### config.mk
export PLATFORM = sky130hd
export DESIGN_NAME = t1_fbit_oof_mon
export DESIGN_NICKNAME = d
export VERILOG_FILES = /design/src/rtl/t1fm_pkg.sv /design/src/rtl/fbm_history.sv /design/src/rtl/fbm_window_count.sv /design/src/rtl/fbm_resync_gen.sv /design/src/rtl/t1_fbit_oof_mon.sv
export SDC_FILE = /design/constraint.sdc
export NUM_CORES = 1
export LEC_CHECK = 0
export BUFFER_PORTS_ARGS = -buffer_cell sky130_fd_sc_hd__buf_4
export CAP_MARGIN = 20
export CORE_AREA = 2 2 39 41
export DETAILED_ROUTE_END_ITERATION = 7
export DIE_AREA = 0 0 41 43
export PLACE_DENSITY = 0.64
export SYNTH_ARGS = -nofsm -noshare
export SYNTH_HDL_FRONTEND = slang
export SYNTH_SLANG_ARGS = --single-unit
### constraint.sdc
create_clock -name clk -period 4.2 [get_ports clk]
set_clock_uncertainty 0.1 [all_clocks]
set_input_delay 0 -clock clk [delete_from_list [all_inputs] [get_ports clk]]
set_output_delay 0 -clock clk [all_outputs]
set_load 0.1 [all_outputs]
### src/rtl/t1fm_pkg.sv
`timescale 1ns/1ps
package t1fm_pkg;

  // Window choice decoded from the two select pins; the wide choice dominates.
  typedef enum logic [1:0] {
    WIN_NARROW = 2'd0,
    WIN_MID    = 2'd1,
    WIN_WIDE   = 2'd2
  } win_sel_e;

  function automatic win_sel_e pick_window(input logic sel_a, input logic sel_b);
    if (sel_b)      return WIN_WIDE;
    else if (sel_a) return WIN_MID;
    else            return WIN_NARROW;
  endfunction

  // Number of framing bits added on top of the base window length.
  function automatic logic [1:0] window_extra(input win_sel_e w);
    case (w)
      WIN_MID:  return 2'd1;
      WIN_WIDE: return 2'd2;
      default:  return 2'd0;
    endcase
  endfunction

  // Whether carrier loss may trigger a resync under the chosen criteria.
  function automatic logic carrier_qualifies(input logic only_oof, input logic cl);
    return ~only_oof & cl;
  endfunction

endpackage

### src/rtl/fbm_history.sv
`timescale 1ns/1ps
module fbm_history #(
  parameter int DEPTH = 6
) (
  input  logic             clk,
  input  logic             rst_n,
  input  logic             clr,
  input  logic             shift,
  input  logic             din,
  output logic [DEPTH-1:0] hist_next
);
  // Only DEPTH-1 past entries are stored; the newest entry is the live input.
  logic [DEPTH-2:0] hist_q;

  assign hist_next = {hist_q, din};

  always_ff @(posedge clk or negedge rst_n) begin
    if (!rst_n)     hist_q <= '0;
    else if (clr)   hist_q <= '0;
    else if (shift) hist_q <= hist_next[DEPTH-2:0];
  end
endmodule

### src/rtl/fbm_window_count.sv
`timescale 1ns/1ps
module fbm_window_count #(
  parameter int DEPTH = 6,
  parameter int LEN_W = 3,
  parameter int CNT_W = 3
) (
  input  logic [DEPTH-1:0] hist_in,
  input  logic [LEN_W-1:0] win_len,
  output logic [CNT_W-1:0] err_count
);
  logic [DEPTH-1:0] in_win;

  // Bit 0 is the newest comparison; entry i lies inside the window when i < win_len.
  for (genvar i = 0; i < DEPTH; i++) begin : g_mask
    assign in_win[i] = hist_in[i] & (LEN_W'(i) < win_len);
  end

  always_comb begin
    err_count = '0;
    for (int k = 0; k < DEPTH; k++) begin
      err_count = err_count + CNT_W'(in_win[k]);
    end
  end
endmodule

### src/rtl/fbm_resync_gen.sv
`timescale 1ns/1ps
module fbm_resync_gen (
  input  logic clk,
  input  logic rst_n,
  input  logic cond,
  output logic pulse
);
  logic cond_d;

  // cond_d resets high: the monitor leaves reset out of frame, which must not pulse.
  always_ff @(posedge clk or negedge rst_n) begin
    if (!rst_n) begin
      cond_d <= 1'b1;
      pulse  <= 1'b0;
    end else begin
      cond_d <= cond;
      pulse  <= cond & ~cond_d;
    end
  end
endmodule

### src/rtl/t1_fbit_oof_mon.sv
`timescale 1ns/1ps
module t1_fbit_oof_mon #(
  parameter int WIN_BASE  = 4,
  parameter int ERR_LIMIT = 2
) (
  input  logic clk,
  input  logic rst_n,
  input  logic frm_stb,
  input  logic fbit_rx,
  input  logic fbit_exp,
  input  logic lock_new,
  input  logic win_sel_a,
  input  logic win_sel_b,
  input  logic resync_only_oof,
  input  logic carrier_loss,
  output logic oof,
  output logic resync_req
);
  import t1fm_pkg::*;

  localparam int HIST_W = WIN_BASE + 2;
  localparam int LEN_W  = $clog2(HIST_W + 1);
  localparam int CNT_W  = $clog2(HIST_W + 1);

  logic              oof_q;
  logic              err_bit;
  logic              take_bit;
  logic              win_trip;
  logic              resync_cond;
  logic [HIST_W-1:0] hist_next;
  logic [LEN_W-1:0]  win_len;
  logic [CNT_W-1:0]  err_count;
  win_sel_e          win_mode;

  // Named internal events, also used by the bound checker.
  assign err_bit  = fbit_rx ^ fbit_exp;
  assign take_bit = frm_stb & ~oof_q & ~lock_new;
  assign win_mode = pick_window(win_sel_a, win_sel_b);
  assign win_len  = LEN_W'(WIN_BASE) + LEN_W'(window_extra(win_mode));

  fbm_history #(.DEPTH(HIST_W)) u_hist (
    .clk       (clk),
    .rst_n     (rst_n),
    .clr       (lock_new),
    .shift     (take_bit),
    .din       (err_bit),
    .hist_next (hist_next)
  );

  fbm_window_count #(.DEPTH(HIST_W), .LEN_W(LEN_W), .CNT_W(CNT_W)) u_count (
    .hist_in   (hist_next),
    .win_len   (win_len),
    .err_count (err_count)
  );

  assign win_trip = (err_count >= CNT_W'(ERR_LIMIT));

  always_ff @(posedge clk or negedge rst_n) begin
    if (!rst_n)                    oof_q <= 1'b1;
    else if (lock_new)             oof_q <= 1'b0;
    else if (take_bit && win_trip) oof_q <= 1'b1;
  end

  assign resync_cond = oof_q | carrier_qualifies(resync_only_oof, carrier_loss);

  fbm_resync_gen u_resync (
    .clk   (clk),
    .rst_n (rst_n),
    .cond  (resync_cond),
    .pulse (resync_req)
  );

  assign oof = oof_q;
endmodule

# Word level (Yosys, flattened, before mapping)

Index checks and enable logic that the tools add are counted.

Bits in registers: 8
Output and inout bits: 2
Logic and storage cells: 45

$add $sub $neg: 6
Magnitude comparators: 7
Equal/unequal tests: 2
Mux-type cells: 7
Bitwise operators: 16
Reductions and logical operators: 3

Operators by type and width:

| kind                                                                                 | number |
|---|---|
| 3-bit by 1-bit adder with 3-bit output                                               | 4 |
| 1-bit bitwise AND                                                                    | 10 |
| 5-bit two-way mux                                                                    | 2 |
| 1-bit by 3-bit less-than comparator with 1-bit output (first input constant)         | 2 |
| 2-bit by 3-bit less-than comparator with 1-bit output (first input constant)         | 2 |
| 3-bit less-than comparator (first input constant)                                    | 2 |
| 1-bit NOT                                                                            | 4 |
| 2-bit one-hot mux with 2 select lines                                                | 1 |
| 2-bit nonzero test                                                                   | 2 |
| 3-bit by 2-bit adder with 3-bit output (first input constant)                        | 1 |
| 3-bit by 2-bit greater-or-equal comparator with 1-bit output (second input constant) | 1 |
| 1-bit two-way mux                                                                    | 3 |
| 1-bit by 1-bit adder with 2-bit output                                               | 1 |
| 2-bit by 1-bit equality test with 1-bit output (second input constant)               | 1 |
| 2-bit equality test (second input constant)                                          | 1 |
| 2-bit two-way mux                                                                    | 1 |
| 1-bit logical AND                                                                    | 1 |
| 1-bit bitwise OR                                                                     | 1 |
| 1-bit XOR                                                                            | 1 |

# Depth between registers and ports, before layout

Gate-level depths: netlist of the first run.

Depth in word-level cells: 16
Depth in mapped cells: 10

# Cells and area by module

Synthesis of the first run repeated with hierarchy kept, for this count alone.

Cell total of the unflattened synthesis: 45
Area, all modules: 488.0 um^2

Modules (own cells, without submodules):

| module           | instances | cells each | area an instance (um^2) | seq. area each (um^2) |
|---|---|---|---|---|
| fbm_history      | 1         | 17         | 212.7                   | 125.1 |
| fbm_window_count | 1         | 14         | 131.4                   | 0.0 |
| t1_fbit_oof_mon  | 1         | 11         | 78.8                    | 26.3 |
| fbm_resync_gen   | 1         | 3          | 65.1                    | 51.3 |

# Least setup slack after synthesis of the first run

Ideal clock, no wire load.

Path kind: reg2reg
Start point: register u_hist.hist_q[0]
End point: register oof_q (netlist: oof)
Arrival: 2.315 ns
Required time: 4.027 ns
Slack: 1.712 ns
Stages on the path, launching flop included: 10
Path buffers: 0
Cells stage by stage: dfrtp_1 -> ha_1 -> inv_1 -> fa_1 -> inv_1 -> ha_1 -> a21o_1 -> fa_1 -> o21ai_0 -> a21oi_1

Word-level cells in the longest chain between the ends: 9

RTL lines:

| element                                                      | line                   | RTL |
|---|---|---|
| start, declared                                              | fbm_history.sv:13      | `logic [DEPTH-2:0] hist_q;` |
| start signal, assigned                                       | fbm_history.sv:20      | `else if (shift) hist_q <= hist_next[DEPTH-2:0];` |
| 1-bit bitwise AND                                            | fbm_window_count.sv:15 | `assign in_win[i] = hist_in[i] & (LEN_W'(i) < win_len);` |
| 1-bit by 1-bit adder with 2-bit output                       | fbm_window_count.sv:21 | `err_count = err_count + CNT_W'(in_win[k]);` |
| 3-bit by 1-bit adder with 3-bit output (4 in series)         | fbm_window_count.sv:21 |  |
| 3-bit by 2-bit greater-or-equal comparator with 1-bit output | t1_fbit_oof_mon.sv:56  | `assign win_trip = (err_count >= CNT_W'(ERR_LIMIT));` |
| 1-bit logical AND                                            | t1_fbit_oof_mon.sv:61  | `else if (take_bit && win_trip) oof_q <= 1'b1;` |
| 2-bit nonzero test (no line)                                 | --                     |  |
| end signal, assigned                                         | t1_fbit_oof_mon.sv:59  | `if (!rst_n) oof_q <= 1'b1;` |
| end signal, assigned                                         | t1_fbit_oof_mon.sv:60  | `else if (lock_new) oof_q <= 1'b0;` |
| end signal, assigned                                         | t1_fbit_oof_mon.sv:61  |  |
| end, declared                                                | t1_fbit_oof_mon.sv:25  | `logic oof_q;` |

No other way between the ends.
A chain may end at the register's enable or synchronous reset.

# Worst setup path after layout of the first run

Ends and elaborated chain as after synthesis.

==> results of run 1 <==
cells in the mapped netlist, drive strengths merged:
library cell	n
and2	1
xor2	1
ha	2
nor2	5
buf	1
dfstp	2
dfrtp	6
a21o	1
nand2b	1
nor2b	1
a21oi	1
inv	6
fa	2
o21ai	3
mux2i	5
power breakdown:
| group | total, mW | leakage (nW) | internal (mW) | switching, mW |
|---|---|---|---|---|
| logic | 0.0464 | 0.214 | 0.0201 | 0.0262 |
| clock network | 0.0567 | 0.0138 | 0.0326 | 0.0241 |
| registers | 0.0843 | 0.103 | 0.0823 | 0.00205 |
through the flow:
step	hold slack (ns)	util	instance area (um2)	cells
floorplan	-0.3956	-	440.4	38
global placement	-0.2795	0.3843	531.8	64
detailed placement	-0.2772	0.3843	531.8	64
CTS	0.01137	0.4439	614.3	73
global route	0.03318	0.4439	614.3	73
finish	0.01796	0.4439	614.3	73
worst max-delay path, cell delays in order (launching register included):
cell and delay [ns]:
dfrtp_1 0.39, ha_1 0.28, inv_1 0.05, fa_1 0.49, inv_1 0.04, ha_1 0.27, a21o_1 0.18, fa_1 0.48
o21ai_0 0.07, a21oi_1 0.14, dlygate4sd3_1 0.56
cell usage in the layout (no fill, tap or decap):
cell	netlist	final
inv_1	6	6
a21oi_1	1	1
dlygate4sd3_1	0	6
dfstp_2	2	2
and2_1	1	1
fa_1	2	2
dfrtp_1	6	6
mux2i_1	5	5
o21ai_1	1	1
clkbuf_4	0	3
o21ai_0	2	2
xor2_2	1	1
buf_4	0	11
nor2_1	5	5
nor2b_1	1	1
ha_1	2	2
nand2b_4	1	1
a21o_1	1	1
cell families (layout without fill, tap and decap cells):
group           count (synthesis)  count (layout)  synth area share
mux                             5               5            0.1136
fa+ha+maj                       4               4            0.1477
buf+inv                         7              26           0.07670
xor+xnor                        1               1           0.03694
simple gates                    8               8            0.1023
flops                           8               8            0.4602
compound gates                  5               5           0.06249
timing repair:
action	4_1_cts	5_1_grt
endpoints found under the setup margin	0	0
setup buffers	0	0
hold buffers	6	0
endpoints found under the hold margin	16	0
how the worst max path moves through the flow:
stage	startpoint	endpoint	cells past startpoint
after CTS	u_hist.hist_q[0]	oof	10
after detailed placement	u_hist.hist_q[0]	oof	9
after global placement	u_hist.hist_q[0]	oof	9
after global routing	u_hist.hist_q[0]	oof	10
final	u_hist.hist_q[0]	oof	10
after floorplan	u_hist.hist_q[0]	oof	9
routing by layer:
layer  routed length [um]  vias to the layer above  track usage
met3                   22                        0      0.03141
met1                  308                      152       0.1271
li1                     -                      158            -
met4                    0                        0      0.08000
met2                  444                        6       0.1906
met5                    0                        -            0
final cells by class:
type	count	area (um2)	area share
Tap cell	16	20.02	0.03259
Multi-Input combinational cell	23	203.9	0.3320
Timing Repair Buffer	17	142.6	0.2322
Inverter	6	22.52	0.03666
Clock buffer	3	22.52	0.03666
Sequential cell	8	202.7	0.3299
sequential cells by signal, summed over array words and instances (netlist names):
name and cells:
u_resync.pulse 1, u_resync.cond_d 1, oof 1, u_hist.hist_q 5
==> results.yml, run 1 <==
die:
  start_util: 0.3183
  fp-row-count: 14
  core-area_um2: 1384
  die_area_um2: 1763
  io_pins: 12
  chipWidth_um: 41
  die_y_um: 43
clock_tree:
  cts_buffers: 3
  htree_levels: 1
  clkSlewWorstSetupHoldPaths_ns: 0.05
  cts_tree: "yes"
  clock_tree.root_cell: "clkbuf_4"
  cts.sink_count: 8
  cts_resized: 0
  cts.path.max_buffers: 2
  clk_latency_ns: 0.25
logic_synthesis:
  synth_area_um2: 440.4
  syn_avg_cell_area_um2: 11.59
  syn_nets: 52
  synth_top_cell_area_share: 0.3409
  ys_ff_latch: 8
  synth_top_area_cell: "dfrtp_1"
  synth_cell_types: 16
  ys_warn_count: 0
  synth_area_leaders: "dfrtp_1, dfstp_2, mux2i_1, fa_1, ha_1"
  netlist_instances: 38
  synth_seq_area_share: 0.4602
drt:
  wl_per_cell_um: 10.62
  drt-initial-drc-count: 1
  vias_per_cell: 4.329
  vias: 316
  finalWirelength_um: 775
  postRouteAntennaNets: 0
  drc: 0
  dr.pass1.iters: 4
power_and_ir_drop:
  power.density_nw_per_um2: 305.0
  ir_drop_mv: 0.1317
  p_leak_nw: 0.3304
  finalPower_mw: 0.1874
worst_setup_path:
  critical_path_class: "register to register"
  cp.required_ns: 4.28
  cp-start-kind: "register"
  rr_startpoint: "u_hist.hist_q[0]"
  cp-end-kind: "register"
  r2r_end: "oof"
  crit_path_max_fanout: 3
  crit_arrival_ns: 3.20
  reg2regPathDepth: 10
  ff2ff_setup_slack_ns: 1.09
sta:
  fin_crit_ns: 3.112
  drv_slew: 0
  finalSetupViolations: 0
  post-route-period-util: 0.7409
  maxSlewHeadroom: 0.8068
  fin_ws_ns: 1.088
  worstMarginPinSlew_ns: 0.2888
  grt_setup_unrepaired: "false"
  tns_ns: 0
  timing.fmax_mhz: 321.4
  finalHoldViolCount: 0
final_layout:
  area_delta_synth_final_pct: 39.49
  diodes: 0
  final_nets: 73
  fill_cells: 137
  drive_above_1_share: 0.3158
worst_hold_path:
  hold_class: "input port to register"
  holdPathEnd: "u_hist.hist_q[0]"
  hold_depth: 4
  min_from: "fbit_rx"
global_route:
  grt_pass1_vias: 337
  grt_first_pass_wirelength_um: 1373
  grt_antenna_before_repair: 0
  gr-total-overflow: 0
  grt_max_degree: 7
  grt_util_all_layers: 0.1189
run:
  cap_violations: 0
placement:
  hpwl_um: 553.5
  dp_slack_ns: 1.620
  portBuffers: 11
  gp_congestion: 0.6394
status:
  status: "completed"
Note: power is estimated with default switching activity, not from simulation.
==> run 2: changes to the inputs <==
Clock period 4.2 ns to 3.1 ns, I/O delays scaled along.
==> results.yml, run 2 (synthesized netlist as in run 1, its figures left out) <==
status:
  status: "completed"
die:
  start_util: 0.3183
  core-area_um2: 1384
  fp-row-count: 14
  chipWidth_um: 41
  io_pins: 12
  die_y_um: 43
  die_area_um2: 1763
clock_tree:
  htree_levels: 1
  postCtsSetupBuffers: 0
  clk_latency_ns: 0.24
  cts.path.max_buffers: 2
  cts.sink_count: 8
  clkSlewWorstSetupHoldPaths_ns: 0.05
  postCtsHoldBufs: 6
  cts_resized: 0
  cts_tree: "yes"
  cts_buffers: 3
  clock_tree.root_cell: "clkbuf_4"
worst_hold_path:
  hold_depth: 4
  holdPathEnd: "u_hist.hist_q[0]"
  min_from: "fbit_rx"
  hold_class: "input port to register"
final_layout:
  drive_above_1_share: 0.3158
  layout_common_cells: "buf_4, inv_1, dlygate4sd3_1, dfrtp_1"
  final_nets: 73
  final_util: 0.4439
  largest_register_ffs: 5
  diodes: 0
  final_common_cell: "buf_4"
  largest-register: "u_hist.hist_q"
  area_delta_synth_final_pct: 39.49
worst_setup_path:
  cp.required_ns: 3.18
  cp-end-kind: "register"
  crit_arrival_ns: 2.68
  critical-path-slowest-cell: "fa_1"
  r2r_end: "oof"
  max_stage_delay_ns: 0.49
  reg2regPathDepth: 9
  critical_path_class: "register to register"
  cp-start-kind: "register"
  rr_startpoint: "u_hist.hist_q[0]"
  crit_start: "u_hist.hist_q[0]"
  ff2ff_setup_slack_ns: 0.50
  worstPathCellList: "ha_1, inv_1, fa_1, inv_1, ha_1, a21o_1, fa_1, o21ai_0, a21oi_1"
  crit_path_max_fanout: 3
sta:
  finalSetupViolations: 0
  timing.fmax_mhz: 384.3
  tns_ns: 0
  fin_crit_ns: 2.602
  post-route-period-util: 0.8394
  hold_slack_ns: 0.02040
  drv_slew: 0
  finalHoldViolCount: 0
  worstMarginPinSlew_ns: 0.2932
  grt_setup_unrepaired: "false"
  fin_ws_ns: 0.4978
  maxSlewHeadroom: 0.8039
drt:
  vias_per_cell: 4.219
  drt-initial-drc-count: 7
  dr.pass1.iters: 3
  vias: 308
  wl_per_cell_um: 11.21
  postRouteAntennaNets: 0
  finalWirelength_um: 818
  drc: 0
placement:
  dp_slack_ns: 0.4968
  hpwl_um: 616.7
  gp_congestion: 0.6485
  portBuffers: 11
global_route:
  grt_max_degree: 7
  grt_first_pass_wirelength_um: 1386
  gr-total-overflow: 0
  grt_pass1_vias: 340
  grt_util_all_layers: 0.1273
  grt_antenna_before_repair: 0
run:
  cap_violations: 0
power_and_ir_drop:
  power.density_nw_per_um2: 411.5
  ir_drop_mv: 0.1996
  p_leak_nw: 0.3279
run 2: cell counts in the layout (fill, tap and decap cells not counted):
Identical to the previous run, type by type.
run 2: how the worst max path moves through the flow:
stage / slack, ns / endpoint / cells past startpoint
5_1_grt: 0.34 / oof / 9
2_1_floorplan: 0.61 / oof / 9
6_report: 0.50 / oof / 9
4_1_cts: 0.47 / oof / 9
3_3_place_gp: 0.53 / oof / 9
3_5_place_dp: 0.50 / oof / 9
run 2: where the power goes:
part | internal (mW) | switching [mW] | leakage, nW
registers | 0.112 | 0.00343 | 0.103
logic | 0.0273 | 0.0357 | 0.211
clock network | 0.0440 | 0.0308 | 0.0138
total | 0.183 | 0.0699 | 0.328
run 2: metrics by stage:
stage / cells / power (mW) / cell area (um2)
2_1_floorplan: 38 / 0.1543 / 440.4
3_3_place_gp: 64 / 0.1720 / 531.8
3_5_place_dp: 64 / 0.1738 / 531.8
4_1_cts: 73 / 0.2582 / 614.3
5_1_grt: 73 / 0.2696 / 614.3
6_report: 73 / 0.2528 / 614.3
run 2: layout make-up:
class,instances,area [um2]
fillers,146,769.5
multi-input cells,23,203.9
flip-flops and latches,8,202.7
repair buffers,17,142.6
clock buffers,3,22.52
inverters,6,22.52
well taps,16,20.02
run 2: metal layers:
| metal | wire length, um | part of all wire | up-vias | global-route usage |
|---|---|---|---|---|
| met5 | 0 | 0 | - | 0 |
| met1 | 372 | 0.45 | 143 | 0.1448 |
| li1 | - | - | 159 | - |
| met2 | 417 | 0.51 | 4 | 0.1813 |
| met4 | 17 | 0.021 | 0 | 0.1200 |
| met3 | 11 | 0.013 | 2 | 0.03141 |
run 2: critical path, delay by kind of cell (launching register included):
kind                     cells  cell delay, ns
adder cells (fa/ha/maj)      4            1.53
flip-flops                   1            0.39
buffers and inverters        2            0.09
AO/OA/AOI/OAI                3            0.44
